## config.mk

```make
export PLATFORM = sky130hd
export DESIGN_NAME = uart_rx_front
export DESIGN_NICKNAME = d
export VERILOG_FILES = /design/src/rtl/urx_pkg.sv /design/src/rtl/urx_line_cond.sv /design/src/rtl/urx_bit_clock.sv /design/src/rtl/urx_frame_fsm.sv /design/src/rtl/uart_rx_front.sv
export SDC_FILE = /design/constraint.sdc
export NUM_CORES = 1
export LEC_CHECK = 0
export BUFFER_PORTS_ARGS = -buffer_cell sky130_fd_sc_hd__buf_2
export CORE_ASPECT_RATIO = 1.25
export CORE_UTILIZATION = 45
export CTS_BUF_LIST = sky130_fd_sc_hd__clkbuf_2 sky130_fd_sc_hd__clkbuf_4 sky130_fd_sc_hd__clkbuf_8
export DETAILED_ROUTE_END_ITERATION = 10
export PLACE_DENSITY_LB_ADDON = 0.25
export RECOVER_POWER = 100
export SLEW_MARGIN = 0
export SYNTH_ARGS = -nofsm -noshare
export SYNTH_HDL_FRONTEND = slang
export SYNTH_SLANG_ARGS = --single-unit
```

## constraint.sdc

```tcl
create_clock -name clk_i -period 1.6 [get_ports clk_i]
set_input_delay 0.32 -clock clk_i [delete_from_list [all_inputs] [get_ports clk_i]]
set_output_delay 0.32 -clock clk_i [all_outputs]
set_load 0.02 [all_outputs]
```

## src/rtl/urx_pkg.sv

```systemverilog
package urx_pkg;

  typedef enum logic [1:0] {
    ST_IDLE  = 2'd0,
    ST_START = 2'd1,
    ST_DATA  = 2'd2,
    ST_STOP  = 2'd3
  } rx_state_e;

  localparam logic [1:0] LEN_SHORT = 2'b00;
  localparam logic [1:0] LEN_BYTE  = 2'b01;

endpackage

```

## src/rtl/urx_line_cond.sv

```systemverilog
module urx_line_cond #(
  parameter int SYNC_STAGES = 2,
  parameter int FILT_LEN    = 3
) (
  input  logic clk,
  input  logic rst_n,
  input  logic tick,
  input  logic rx_raw,
  output logic line_f,
  output logic fall
);

  localparam int RUN_W = $clog2(FILT_LEN + 1);

  logic [SYNC_STAGES-1:0] sync_q;
  logic                   sync_bit;
  logic [RUN_W-1:0]       run_q, run_d;
  logic                   filt_q, filt_d;
  logic                   prev_q;

  // synchroniser chain
  always_ff @(posedge clk or negedge rst_n) begin
    if (!rst_n) begin
      sync_q <= '1;
    end else begin
      sync_q <= {sync_q[SYNC_STAGES-2:0], rx_raw};
    end
  end

  assign sync_bit = sync_q[SYNC_STAGES-1];

  // glitch filter: a level must persist for FILT_LEN ticks
  always_comb begin
    run_d  = run_q;
    filt_d = filt_q;
    if (tick) begin
      if (sync_bit != filt_q) begin
        if (run_q == RUN_W'(FILT_LEN - 1)) begin
          filt_d = sync_bit;
          run_d  = '0;
        end else begin
          run_d = run_q + 1'b1;
        end
      end else begin
        run_d = '0;
      end
    end
  end

  always_ff @(posedge clk or negedge rst_n) begin
    if (!rst_n) begin
      run_q  <= '0;
      filt_q <= 1'b1;
      prev_q <= 1'b1;
    end else begin
      run_q  <= run_d;
      filt_q <= filt_d;
      prev_q <= filt_q;
    end
  end

  assign line_f = filt_q;
  assign fall   = prev_q & ~filt_q;

endmodule

```

## src/rtl/urx_bit_clock.sv

```systemverilog
module urx_bit_clock #(
  parameter int OSR = 16
) (
  input  logic                     clk,
  input  logic                     rst_n,
  input  logic                     tick,
  input  logic                     restart,
  output logic                     mid,
  output logic                     last,
  output logic [$clog2(OSR)-1:0]   cnt_o
);

  localparam int CNT_W = $clog2(OSR);
  localparam logic [CNT_W-1:0] MID_IDX  = CNT_W'(OSR / 2 - 1);
  localparam logic [CNT_W-1:0] LAST_IDX = CNT_W'(OSR - 1);

  logic [CNT_W-1:0] cnt_q, cnt_d;

  always_comb begin
    cnt_d = cnt_q;
    if (restart) begin
      cnt_d = '0;
    end else if (tick) begin
      cnt_d = (cnt_q == LAST_IDX) ? '0 : cnt_q + 1'b1;
    end
  end

  always_ff @(posedge clk or negedge rst_n) begin
    if (!rst_n) begin
      cnt_q <= '0;
    end else begin
      cnt_q <= cnt_d;
    end
  end

  assign mid   = tick & ~restart & (cnt_q == MID_IDX);
  assign last  = tick & ~restart & (cnt_q == LAST_IDX);
  assign cnt_o = cnt_q;

endmodule

```

## src/rtl/urx_frame_fsm.sv

```systemverilog
module urx_frame_fsm
  import urx_pkg::*;
#(
  parameter int DATA_W = 8
) (
  input  logic              clk,
  input  logic              rst_n,
  input  logic              line,
  input  logic              fall,
  input  logic              mid,
  input  logic              last,
  input  logic [1:0]        len_sel,
  output logic              restart,
  output logic [DATA_W-1:0] char_o,
  output logic              bit9_o,
  output logic              vld_o,
  output logic              ferr_o,
  output logic              nine_o,
  output logic              short_o
);

  localparam int MAX_BITS = DATA_W + 1;
  localparam int IDX_W    = $clog2(MAX_BITS);

  rx_state_e             state_q, state_d;
  logic [IDX_W-1:0]      idx_q, idx_d;
  logic [IDX_W-1:0]      lidx_q, lidx_d;
  logic [MAX_BITS-1:0]   shf_q, shf_d;
  logic [DATA_W-1:0]     chr_q, chr_d;
  logic                  b9_q, b9_d;
  logic                  vld_q, vld_d;
  logic                  fe_q, fe_d;

  assign restart = (state_q == ST_IDLE) && fall;

  always_comb begin
    state_d = state_q;
    idx_d   = idx_q;
    lidx_d  = lidx_q;
    shf_d   = shf_q;
    chr_d   = chr_q;
    b9_d    = b9_q;
    vld_d   = 1'b0;
    fe_d    = 1'b0;
    unique case (state_q)
      ST_IDLE: begin
        if (fall) begin
          state_d = ST_START;
          idx_d   = '0;
          shf_d   = '0;
          case (len_sel)
            LEN_SHORT: lidx_d = IDX_W'(DATA_W - 2);
            LEN_BYTE:  lidx_d = IDX_W'(DATA_W - 1);
            default:   lidx_d = IDX_W'(DATA_W);
          endcase
        end
      end
      ST_START: begin
        if (mid && line) begin
          state_d = ST_IDLE;
        end else if (last) begin
          state_d = ST_DATA;
          idx_d   = '0;
        end
      end
      ST_DATA: begin
        if (mid) begin
          shf_d[idx_q] = line;
        end
        if (last) begin
          if (idx_q == lidx_q) begin
            state_d = ST_STOP;
          end else begin
            idx_d = idx_q + 1'b1;
          end
        end
      end
      ST_STOP: begin
        if (mid) begin
          state_d = ST_IDLE;
          vld_d   = 1'b1;
          fe_d    = ~line;
          chr_d   = shf_q[DATA_W-1:0];
          b9_d    = shf_q[DATA_W];
        end
      end
      default: state_d = ST_IDLE;
    endcase
  end

  always_ff @(posedge clk or negedge rst_n) begin
    if (!rst_n) begin
      state_q <= ST_IDLE;
      idx_q   <= '0;
      lidx_q  <= IDX_W'(DATA_W - 1);
      shf_q   <= '0;
      chr_q   <= '0;
      b9_q    <= 1'b0;
      vld_q   <= 1'b0;
      fe_q    <= 1'b0;
    end else begin
      state_q <= state_d;
      idx_q   <= idx_d;
      lidx_q  <= lidx_d;
      shf_q   <= shf_d;
      chr_q   <= chr_d;
      b9_q    <= b9_d;
      vld_q   <= vld_d;
      fe_q    <= fe_d;
    end
  end

  assign char_o  = chr_q;
  assign bit9_o  = b9_q;
  assign vld_o   = vld_q;
  assign ferr_o  = fe_q;
  assign nine_o  = (lidx_q == IDX_W'(DATA_W));
  assign short_o = (lidx_q == IDX_W'(DATA_W - 2));

endmodule

```

## src/rtl/uart_rx_front.sv

```systemverilog
module uart_rx_front #(
  parameter int OSR         = 16,
  parameter int FILT_LEN    = 3,
  parameter int SYNC_STAGES = 2,
  parameter int DATA_W      = 8
) (
  input  logic              clk_i,
  input  logic              rst_ni,
  input  logic              tick_i,
  input  logic              rx_i,
  input  logic [1:0]        len_sel_i,
  output logic [DATA_W-1:0] char_o,
  output logic              bit9_o,
  output logic              vld_o,
  output logic              ferr_o
);

  localparam int CNT_W = $clog2(OSR);

  logic [1:0]       rst_q;
  logic             rst_int_n;
  logic             line_f;
  logic             fall;
  logic             restart;
  logic             mid_tick;
  logic             last_tick;
  logic [CNT_W-1:0] bit_cnt;
  logic             nine_q;
  logic             short_q;

  // reset: asserted asynchronously, released on the clock
  always_ff @(posedge clk_i or negedge rst_ni) begin
    if (!rst_ni) begin
      rst_q <= '0;
    end else begin
      rst_q <= {rst_q[0], 1'b1};
    end
  end

  assign rst_int_n = rst_q[1];

  urx_line_cond #(
    .SYNC_STAGES(SYNC_STAGES),
    .FILT_LEN   (FILT_LEN)
  ) u_cond (
    .clk    (clk_i),
    .rst_n  (rst_int_n),
    .tick   (tick_i),
    .rx_raw (rx_i),
    .line_f (line_f),
    .fall   (fall)
  );

  urx_bit_clock #(
    .OSR(OSR)
  ) u_bclk (
    .clk     (clk_i),
    .rst_n   (rst_int_n),
    .tick    (tick_i),
    .restart (restart),
    .mid     (mid_tick),
    .last    (last_tick),
    .cnt_o   (bit_cnt)
  );

  urx_frame_fsm #(
    .DATA_W(DATA_W)
  ) u_fsm (
    .clk     (clk_i),
    .rst_n   (rst_int_n),
    .line    (line_f),
    .fall    (fall),
    .mid     (mid_tick),
    .last    (last_tick),
    .len_sel (len_sel_i),
    .restart (restart),
    .char_o  (char_o),
    .bit9_o  (bit9_o),
    .vld_o   (vld_o),
    .ferr_o  (ferr_o),
    .nine_o  (nine_q),
    .short_o (short_q)
  );

endmodule

```

# ---- Word-level counts from Yosys, hierarchy flattened
# Cells that the tools add are included.
dict set report totals {
  reg_bits 42
  latchBits 0
  mem_bits_rw 0
  rom_bits 0
  inputBits 6
  out_inout_bits 11
  wordCells 86
  mem_count 0
}
dict set report classes {
  addsub 3
  mul 0
  div_mod_pow 0
  n_lt_le_gt_ge 2
  eq_ne 18
  shift 0
  mux 29
  bitwise_logic 6
  reduce_logical 14
}
# op n
set ops {}
lappend ops {{4-bit two-way mux} 8}
lappend ops {{9-bit two-way mux} 2}
lappend ops {{9-bit case mux with 2 select lines} 1}
lappend ops {{2-bit two-way mux} 8}
lappend ops {{4-bit case mux with 3 select lines} 1}
lappend ops {{9-bit bitwise mux} 1}
lappend ops {{4-bit by 1-bit adder with 4-bit output, second input constant} 2}
lappend ops {{2-bit by 1-bit inequality test with 1-bit output, second input constant} 4}
lappend ops {{2-bit inequality test, second input constant} 4}
lappend ops {{2-bit case mux with 4 select lines} 1}
lappend ops {{4-bit case mux with 2 select lines} 1}
lappend ops {{2-bit == test, second input constant} 3}
lappend ops {{3-bit AND reduction} 2}
lappend ops {{6-bit AND reduction} 1}
lappend ops {{4-bit by 5-bit less-than comparator with 1-bit output, second input constant} 1}
lappend ops {{1-bit two-way mux} 5}
lappend ops {{5-bit AND reduction} 1}
lappend ops {{1-bit AND} 4}
lappend ops {{1-bit demux with 4-bit select} 1}
lappend ops {{2-bit by 1-bit == test with 1-bit output, second input constant} 2}
lappend ops {{4-bit by 3-bit == test with 1-bit output, second input constant} 1}
lappend ops {{4-bit == test} 1}
lappend ops {{4-bit == test, second input constant} 1}
lappend ops {{4-bit by 1-bit greater-or-equal comparator with 1-bit output, second input constant} 1}
lappend ops {{other kinds (9)} 15}

# ---- Logic depth before layout (Yosys ltp)
dict set report logic_depth {
  depth_word 9
  mapped_depth 6
}

# ---- Hierarchy
# A second synthesis with hierarchy kept.
dict set report unflattened {
  cells_unflattened 181
  hier_area_um2 1933.1
}
# mod n_inst cells_per_inst area_per_inst_um2
set modules_own_cells {}
lappend modules_own_cells {urx_frame_fsm 1 139 1436.4}
lappend modules_own_cells {urx_line_cond 1 16 225.2}
lappend modules_own_cells {urx_bit_clock 1 23 217.7}
lappend modules_own_cells {uart_rx_front 1 3 53.8}

# ---- Least setup slack after synthesis
# Ideal clock, no wire load.
dict set report synth_timing {
  path_type {register to register}
  startpoint {reg u_bclk.cnt_q[0] (netlist: u_bclk.cnt_o[0])}
  endpoint {reg u_fsm.b9_q (netlist: u_fsm.bit9_o)}
  arrival_time_ns 1.498
  required_ns 1.475
  slack_ns -0.023
  path_stages_with_launch 6
  synth_period_minus_slack_ns 1.623
  cell_sequence {dfrtp_1 -> ha_1 -> and4b_4 -> and3_4 -> buf_12 -> mux2_4}
}
dict set report synth_via {
  elab_chain_len 3
}
# element line_no
set synth_lines {}
lappend synth_lines {{start, declared} urx_bit_clock.sv:17} ;# logic [CNT_W-1:0] cnt_q, cnt_d;
lappend synth_lines {{start signal, assigned} urx_bit_clock.sv:32} ;# cnt_q <= cnt_d;
lappend synth_lines {{4-bit by 3-bit == test with 1-bit output} urx_bit_clock.sv:36} ;# assign mid = tick & ~restart & (cnt_q == MID_IDX);
lappend synth_lines {{1-bit AND} urx_bit_clock.sv:36}
lappend synth_lines {{2-bit AND reduction (no source line)} n/a}
lappend synth_lines {{end signal, assigned} urx_frame_fsm.sv:98} ;# b9_q <= 1'b0;
lappend synth_lines {{end signal, assigned} urx_frame_fsm.sv:107} ;# b9_q <= b9_d;
lappend synth_lines {{end, declared} urx_frame_fsm.sv:30} ;# logic b9_q, b9_d;
# No other way between the ends.
# A chain may end at the register's enable or synchronous reset.

# ---- Worst setup path after layout
dict set report layout_timing {
  startpoint {reg u_bclk.cnt_q[1] (netlist: u_bclk.cnt_o[1])}
  endpoint {reg u_fsm.chr_q[6] (netlist: u_fsm.char_o[6])}
}
dict set report layout_via {
  elab_chain_len 3
}
# element line_no
set layout_lines {}
lappend layout_lines {{4-bit by 3-bit == test with 1-bit output} urx_bit_clock.sv:36}
lappend layout_lines {{1-bit AND} urx_bit_clock.sv:36}
lappend layout_lines {{2-bit AND reduction (no source line)} n/a}
lappend layout_lines {{end signal, assigned} urx_frame_fsm.sv:106} ;# chr_q <= chr_d;
lappend layout_lines {{end, declared} urx_frame_fsm.sv:29} ;# logic [DATA_W-1:0] chr_q, chr_d;
# No other way between the ends.

==> results_dict.tcl <==
set metrics [dict create \
    period_minus_slack_ns 1.55 \
    synth.avg_cell_area_um2 11.1 \
    synth_top_area_share_pct 45.6 \
    synth_most_common_cell "dfrtp_1" \
    synth.area.top_cells "dfrtp_1, dfstp_2, mux2_4" \
    status "complete, no violations" \
    drv_slew 0 \
    first_global_vias 1383 \
    pin_count 17 \
    ys_async_sr_fraction_pct 100 \
    yosys.area.top_type "dfrtp_1" \
    die_w_um 60.4 \
    grt_use_total_pct 18.0 \
    yosys-top-cells-count "dfrtp_1, nand2_1, a21oi_1" \
    clk_path_buf_depth 2 \
    cap_violations 0 \
    worstSetupEndpointType "register" \
    rows 26 \
    clock-sinks 41 \
    cts_tree "done" \
    synthFlopType "dfrtp_1" \
    hold_viol 0 \
    max-vdd-ir-drop_mv 0.861 \
    port_buffers 16 \
    wl_per_cell_um 13.5 \
    clock_latency_ns 0.29 \
    root_buffer "clkbuf_8" \
    gp_congestion 0.762 \
    grt_pass1_wl_mm 6.03 \
    power.leakage_uw 0.00106 \
    initial_core_util_pct 46.9 \
    final_util_pct 55.3 \
    area_delta_synth_final_pct 18.0 \
    cp-start-kind "register" \
    r2r_cells 4 \
    power.density_mw_per_mm2 1480 \
    syn_nets 184 \
    vias_per_cell 5.13 \
    place_hpwl_mm 2.57 \
    pre_cts_ws_ns -0.0114 \
    cp_max_fo 7 \
    drt_pass1_iterations 4 \
    crit_chain "ha_4 > and4b_4 > and3_4 > mux2_4" \
    antennaDiodeCount 0 \
    fmax_ghz 0.646 \
    antenna_left 0 \
    synth-seq-area-share_pct 53.8 \
    arrival_ns 1.72 \
    pwr-share-seq_pct 43.2 \
    p_int_uw 2270 \
    htree_levels 2 \
    pwr-share-comb_pct 32.5 \
    gr-total-overflow 0 \
    dr.first_iter.drc_count 49 \
    grt_max_degree 40 \
    critPathRequiredTime_ns 1.78 \
    p_switching_uw 1090 \
    worstSetupPathType "register to register" \
    die_area_mm2 0.00453 \
    hold_depth 1 \
    synth_cells 173 \
    fin_crit_sh_pct 96.8 \
    dr_total_vias 1354 \
    final_nets 218 \
    setup_slack_ns 0.0510 \
    finalSetupViolCount 0 \
    netlist_area_mm2 0.00192 \
    drive_above_1_share_pct 24.5 \
    clk_pin_slew_ns 0.07 \
    critPathSlowestCell "dfrtp_1" \
    synth_edf_count 0 \
    antenna_found_initial 0 \
    worst_pin_slew_ns 0.934 \
    die_h_um 75.0 \
    total_power_uw 3360 \
    ys_ff_latch 41 \
    switching_share_pct 32.4 \
    coreArea_mm2 0.00410 \
    clkPwrFrac_pct 24.4 \
    drc 0 \
    fin_skew_ns 0.00766 \
    hp-class "input port to register" \
    totalWireLength_mm 3.58 \
    synth_warnings 0 \
    critPathMaxStageDelay_ns 0.40 \
    cts_buffers 5 \
    slew_headroom_pct 37.8 \
    synth_cell_types 42 \
    rsz0062_at_grt "no" \
]
==> placed cells by master, fill, tap and decap left out, drive strengths merged, types with 2 or more instances in the layout <==
cell type   n
ha          5
nand3       8
xor2        2
o21ai      12
mux2i       3
clkbuf     20
nand2      20
nor2        7
dfstp       6
buf        16
nor2b       3
a311oi      2
and3        2
nor3        2
a21oi      15
xnor2       4
mux2       11
nand3b      2
dfrtp      35
o22ai       2
inv        10
and4        4
a31oi       2
==> flip-flops by register name, indices dropped and copies added, names as in the netlist, 2 cells and up, named ones only <==
register	count
rst_q	2
u_bclk.cnt_o	4
u_cond.run_q	2
u_cond.sync_q	2
u_fsm.char_o	8
u_fsm.idx_q	4
u_fsm.lidx_q	3
u_fsm.shf_q	9
==> timing repair <==
| action | CTS | global route |
|---|---|---|
| resized for setup | 0 | 3 |
| buffers inserted | 0 | 1 |
| gates cloned | 1 | 0 |
| endpoints found under the setup margin | 1 | 13 |
| hold buffers | 1 | 0 |
| endpoints found under the hold margin | 2 | 0 |
| pin swaps | 1 | 1 |
==> logic make-up after synthesis <==
| family | after synthesis | synth area share, % |
|---|---|---|
| AO/OA/AOI/OAI | 39 | 11.9 |
| XOR/XNOR | 6 | 2.74 |
| adder cells (fa/ha/maj) | 5 | 3.26 |
| buffers and inverters | 15 | 4.10 |
| flip-flops | 41 | 53.8 |
| multiplexers | 14 | 9.58 |
| other | 1 | 0.195 |
| AND/OR/NAND/NOR | 52 | 14.4 |
==> power by group through the flow <==
stage                     Clock, uW  Sequential (uW)  Combinational [uW]
final                           818             1450                1090
after global routing            898             1480                1220
after CTS                       849             1450                1090
after detailed placement          0             1470                1070
after global placement            0             1460                1000
after floorplan                   0             1520                 655
==> final cells by class <==
type / count / area (um2)
fill: 381 / 1830
multi-input combinational: 118 / 841
tap: 56 / 70.1
inverter: 10 / 37.5
clock inverter: 2 / 35.0
clock buffer: 6 / 76.3
timing repair buffer: 31 / 174
sequential: 41 / 1030
==> critical path, delay by kind of cell (launching register included) <==
family / cells / cell delay [ns]
muxes: 1 / 0.31
adders and majority gates: 1 / 0.15
and+or+nand+nor: 2 / 0.57
DFF: 1 / 0.40
==> path summary, 6_finish.rpt <==
kind | from | endpoint | slack, ns
max | u_bclk.cnt_o[1]$_DFFE_PN0P_ | u_fsm.char_o[6]$_DFFE_PN0P_ | 0.05
min | rx_i | u_cond.sync_q[0]$_DFF_PN1_ | 0.12
max reg2reg | u_bclk.cnt_o[1]$_DFFE_PN0P_ | u_fsm.char_o[6]$_DFFE_PN0P_ | 0.05
min reg2reg | rst_q[0]$_DFF_PN0_ | rst_q[1]$_DFF_PN0_ | 0.36
max in group asynchronous | rst_q[1]$_DFF_PN0_ | u_fsm.idx_q[3]$_DFFE_PN0P_ | 0.56
min in group asynchronous | rst_ni | rst_q[0]$_DFF_PN0_ | 0.34
==> through the flow <==
step	hold WS [ns]	setup TNS (ns)	cells	instance area, um2
CTS	0.115	0	263	2270
floorplan	0.0244	0	173	1930
global route	0.107	0	264	2270
detailed placement	0.106	-0.0114	253	2140
global placement	0.105	0	253	2140
finish	0.123	0	264	2270
==> metal layers <==
metal | vias to the layer above | share of wire (%) | GRT usage, % | wire length, um
met5 | - | 0 | 0 | 0
met4 | 0 | 1.5 | 6.82 | 54
met3 | 5 | 2.3 | 4.64 | 82
met2 | 18 | 53 | 32.6 | 1890
met1 | 654 | 43 | 19.9 | 1550
li1 | 677 | - | - | -
Note: power is estimated with default switching activity, not from simulation.
